File: src/rtl/sym_fir_dec2.sv
module sym_fir_dec2 #(
  parameter int W  = 18,
  parameter int H0 = 1500,
  parameter int H1 = -3000
) (
  input  logic                clk,
  input  logic                rst,
  input  logic                en,
  input  logic signed [W-1:0] din,
  output logic signed [W-1:0] dout,
  output logic                vld
);
  localparam int PW  = 2 * W;
  localparam int LAT = 8;
  localparam logic signed [W-1:0] C0 = W'(H0);
  localparam logic signed [W-1:0] C1 = W'(H1);

  logic signed [W-1:0]  t0, t1, t2;
  logic signed [W-1:0]  oa, ob, ia, ib;
  logic                 ph;
  logic [LAT-1:0]       go;
  logic signed [W-1:0]  add_r, add_q;
  logic signed [PW-1:0] mul_r, mul_q, acc, acc_o;

  wire launch = en & ph;
  wire signed [W-1:0] coef = go[2] ? C0 : C1;

  always_ff @(posedge clk) begin
    if (rst) begin
      t0 <= '0; t1 <= '0; t2 <= '0; ph <= 1'b0;
      oa <= '0; ob <= '0; ia <= '0; ib <= '0;
      go <= '0;
      add_r <= '0; add_q <= '0;
      mul_r <= '0; mul_q <= '0;
      acc <= '0; acc_o <= '0;
      dout <= '0; vld <= 1'b0;
    end else begin
      if (en) begin
        t0 <= din; t1 <= t0; t2 <= t1;
        ph <= ~ph;
      end
      if (launch) begin
        oa <= din; ob <= t2;
        ia <= t0;  ib <= t1;
      end
      go    <= {go[LAT-2:0], launch};
      add_r <= go[0] ? oa + ob : ia + ib;
      add_q <= add_r;
      mul_r <= add_q * coef;
      mul_q <= mul_r;
      if (go[4])      acc <= mul_q;
      else if (go[5]) acc <= acc + mul_q;
      if (go[6]) acc_o <= acc;
      if (go[7]) dout  <= acc_o[W-1:0];
      vld <= go[7];
    end
  end
endmodule

File: config.mk
export PLATFORM = sky130hd
export DESIGN_NAME = sym_fir_dec2
export DESIGN_NICKNAME = d
export VERILOG_FILES = /design/src/rtl/sym_fir_dec2.sv
export SDC_FILE = /design/constraint.sdc
export NUM_CORES = 1
export LEC_CHECK = 0
export BUFFER_PORTS_ARGS = -buffer_cell sky130_fd_sc_hd__buf_2
export CAP_MARGIN = 20
export CORE_ASPECT_RATIO = 2
export CORE_MARGIN = 10
export CORE_UTILIZATION = 55
export DETAILED_ROUTE_END_ITERATION = 16
export GPL_ROUTABILITY_DRIVEN = 0
export HOLD_SLACK_MARGIN = 0.02
export PLACE_DENSITY = 0.72
export SETUP_SLACK_MARGIN = 0.5
export SLEW_MARGIN = 20
export SYNTH_ARGS = -nofsm -noshare
export SYNTH_HDL_FRONTEND = slang
export SYNTH_SLANG_ARGS = --single-unit
File: constraint.sdc
create_clock -name clk -period 6.5 [get_ports clk]
set_input_delay 0.65 -clock clk [delete_from_list [all_inputs] [get_ports clk]]
set_output_delay 0.65 -clock clk [all_outputs]
set_load 0.05 [all_outputs]
== Yosys cells after proc, flatten, opt, wreduce, memory -nomap -nowiden ==
Cells that the tools add are included.
Widths: inputs -> output; s select.

* Register bits: 316
* Input port bits: 21
* Output and inout bits: 19
* Word-level logic and storage cells: 28

* Add/sub/neg operators: 3
* $mul: 1
* Muxes and demuxes: 4
* Bitwise gates (word level): 2
* Reduce and logical (&&, ||, !) cells: 1

{| class="wikitable"
|+ Operators by type and width
! operator !! count
|-
| $mux 36 || 2
|-
| $add 18x18->18 || 2
|-
| $add 36x36->36 || 1
|-
| $mul 18x18->36 || 1
|-
| $mux 18 || 2
|-
| $reduce_bool 2->1 || 1
|-
| $and 1x1->1 || 1
|-
| $not 1->1 || 1
|}

== Depth between registers and ports, before layout ==
* Depth in word-level cells: 3
* Mapped depth: 22
* Gate-level depth less buffers: 21

== Least setup slack after synthesis ==
Ideal clock, no wire load.

* Kind: register to register
* Start point: reg go[2]
* End point: reg mul_r[16]
* Library setup time: 0.121 ns
* Arrival time: 5.311 ns
* Path slack: 1.068 ns
* Stages on the path, launching flop included: 19
* Path buffers: 2
* Clock period less this slack: 5.432 ns
* Cell sequence: dfxtp_1 > clkbuf_1 > clkbuf_1 > inv_1 > nor2_1 > fa_1 > inv_1 > fa_1 > fa_1 > inv_1 > fa_1 > inv_1 > fa_1 > fa_1 > inv_1 > ha_1 > or2_2 > o311ai_0 > mux2_2

* Cells in the longest elaborated chain, start to end: 2

{| class="wikitable"
|+ RTL lines
! what !! line !! text
|-
| from (decl) || 21 || <nowiki>logic [LAT-1:0] go;</nowiki>
|-
| from (signal assigned) || 46 || <nowiki>go <= {go[LAT-2:0], launch};</nowiki>
|-
| $mux 18 || 26 || <nowiki>wire signed [W-1:0] coef = go[2] ? C0 : C1;</nowiki>
|-
| $mul 18x18->36 || 49 || <nowiki>mul_r <= add_q * coef;</nowiki>
|-
| to (signal assigned) || 49 ||
|-
| to (decl) || 23 || <nowiki>logic signed [PW-1:0] mul_r, mul_q, acc, acc_o;</nowiki>
|}

No other way between the ends.
A chain may end at the register's enable or synchronous reset.

== Worst setup path in the final report ==
* Start point: reg go[2]
* End point: reg mul_r[17]

Same word-level chain as after synthesis.

==> out/qor.yml <==
routing:
  routed.top_layer: "met4"
  first_pass_iters: 4
  viasPerCell: 5.43
  drc: 0
  via_count: 8511
  wl_per_cell_um: 15.8
  route.met2.wl_mm: 14.2
  met3WireLength_um: 565
  drt_iter0_markers: 384
  routedLengthMet1_mm: 9.09
  routed_wl_mm: 24.8
  ant_nets: 0
global_routing:
  grt_max_degree: 94
  grt_pass1_wl_mm: 41.8
  grt.total_usage_pct: 16.9
  grt_antenna_before_repair: 0
  first_global_vias: 9022
  grt_overflow_total: 0
clock_network:
  cts_tree: "built"
  cts_resized: 0
  cts_root_buffer: "clkbuf_16"
  clock_latency_ns: 0.52
  htreeDepth: 1
  cts.clk_slew.worst_paths_ns: 0.07
  holdBufCountCts: 0
  cts_setup_buffers: 0
  clk_path_buf_depth: 3
  clkSinkCount: 234
  numCtsBuffers: 20
job:
  maxCapViolCount: 0
synth:
  ys_warn_count: 0
  yosys.area.top_type_share_pct: 37.4
  syn_area_per_cell_um2: 9.89
  synth.area.mux_share_pct: 7.30
  yosysTopAreaCell: "dfxtp_1"
  yosys.cell_types.count: 62
  synth_area_leaders: "dfxtp_1 (37%), ha_1 (13%), fa_1 (8.2%), mux2i_1 (7.1%), nor2_1 (4.6%)"
  ys.flop_type: "dfxtp_1"
  synth-seq-cells: 234
  yosysMostFrequentCell: "dfxtp_1"
  synthArstFlopShare_pct: 0
  yosys.area_share.adder_pct: 21.2
  syn_inst: 1265
  synth_xor_area_share_pct: 5.53
  yosys-top-cells-count: "dfxtp_1 (234), nor2_1 (154), ha_1 (130), inv_1 (116), mux2i_1 (89)"
  synth_top_family_by_area: "adder cells"
  synth-edff-count: 0
  yosys.area_share.simple_pct: 11.1
  synth_compound_area_share_pct: 12.1
  ys_seq_area_share_pct: 37.4
  netlist_area_um2: 12500
power:
  p_per_area_nw_per_um2: 213
  p_leak_uw: 0.00635
  peakVddDrop_uv: 253
timing:
  slew_violations: 0
  setup_viol: 0
  worstMarginPinSlew_ns: 1.00
  clock_skew_ns: 0.0267
  layout_worst_path_cycle_share_pct: 84.5
  max_slew_margin_pct: 33.2
  tns_ns: 0
  max_freq_ghz: 0.182
  rsz0062_at_grt: "no"
  hold_violations: 0
  fin_crit_ns: 5.49
worst_setup_path:
  worstSetupPathType: "reg2reg"
  arrival_ns: 5.85
  cp_max_fo: 12
  rr_worst_depth: 19
  end_kind: "flip-flop"
  crit_required_ns: 6.86
  start_kind: "flip-flop"
worst_hold_path:
  worstHoldPathCells: 2
  hp-class: "in2reg"
floorplan:
  fp.dieArea_um2: 29500
  coreArea_um2: 22500
  die_h_um: 233
  die_x_um: 127
  row_count: 78
  ios: 40
  start_util_pct: 55.5
finish:
  area.growth.synth_to_final_pct: 8.75
  drive_gt1_share_pct: 7.53
  n_antenna_cell: 0
  num-nets-final: 1476
  stdcell_count: 1568
placed_design:
  io_buffer_count: 35
  dpl.hpwl_mm: 18.8
  placedCellCount: 1532
outcome:
  status: "complete, no violations"
==> layout make-up <==
| type | count | area, µm² |
|---|---|---|
| fillers | 1908 | 8940 |
| flip-flops and latches | 234 | 4680 |
| well taps | 280 | 350 |
| multi-input cells | 859 | 7190 |
| clock buffers | 28 | 571 |
| repair buffers | 43 | 241 |
| inverters | 116 | 435 |
| clock inverters | 8 | 133 |
==> path summary, 6_finish.rpt <==
path                     endpoint                 start  slack, ns
max reg2reg  mul_r[17]$_SDFF_PP0_      go[2]$_SDFF_PP0_       1.01
min            oa[3]$_SDFFE_PP0P_                din[3]       0.35
max          mul_r[17]$_SDFF_PP0_      go[2]$_SDFF_PP0_       1.01
min reg2reg  mul_q[11]$_SDFF_PP0_  mul_r[11]$_SDFF_PP0_       0.42
==> layout by cell type, fill, tap and decap left out, types with 7 or more instances in the layout <==
cell	instances
a21o_1	9
a21oi_1	51
a22o_1	65
and2_1	16
buf_2	34
buf_4	8
clkbuf_16	20
dfxtp_1	234
fa_1	51
ha_1	130
inv_1	116
mux2i_1	89
nand2_1	34
nor2_1	153
nor2b_1	54
nor3_1	12
o21a_1	9
o21ai_0	20
o21bai_1	7
xnor2_1	61
xor2_1	18
==> worst max-delay path: stages, from the launching register on <==
cell	delay (ns)
dfxtp_1	0.51
nand2_1	0.16
xnor2_1	0.18
a21boi_0	0.17
ha_1	0.22
or2_2	0.32
fa_1	0.46
ha_1	0.23
fa_1	0.53
inv_1	0.05
fa_1	0.46
fa_1	0.54
inv_1	0.04
ha_1	0.32
inv_1	0.10
o21bai_1	0.10
a211o_1	0.35
a2111oi_2	0.38
o21a_1	0.20
nor3_2	0.04
==> routing by layer <==
metal / vias up / track usage (%)
met5: - / 0
met4: 0 / 7.79
met3: 64 / 2.00
met2: 104 / 33.7
met1: 4071 / 16.5
li1: 4272 / -
==> through the flow <==
| stage | util, % | hold WS [ns] | setup WS, ns | instance area [µm²] | power (µW) |
|---|---|---|---|---|---|
| floorplan | - | 0.414 | 1.07 | 12500 | 1620 |
| global placement | 57.2 | 0.417 | 1.09 | 12900 | 1660 |
| detailed placement | 57.2 | 0.422 | 1.01 | 12900 | 1660 |
| CTS | 60.4 | 0.336 | 0.996 | 13600 | 2930 |
| global route | 60.4 | 0.352 | 0.713 | 13600 | 2990 |
| finish | 60.4 | 0.354 | 1.01 | 13600 | 2890 |
==> power breakdown <==
group	leakage (µW)	total (µW)	internal, µW	switching [µW]
clock network	0.000341	1260	738	526
logic	0.00411	149	58.3	90.6
registers	0.00189	1480	1460	20.4
==> kinds of logic after synthesis <==
group | Yosys count
xor+xnor | 79
mux | 91
fa+ha+maj | 181
other cells | 1
compound gates | 208
simple gates | 298
flops | 234
buf+inv | 173
Power figures use the tool's default switching activity.
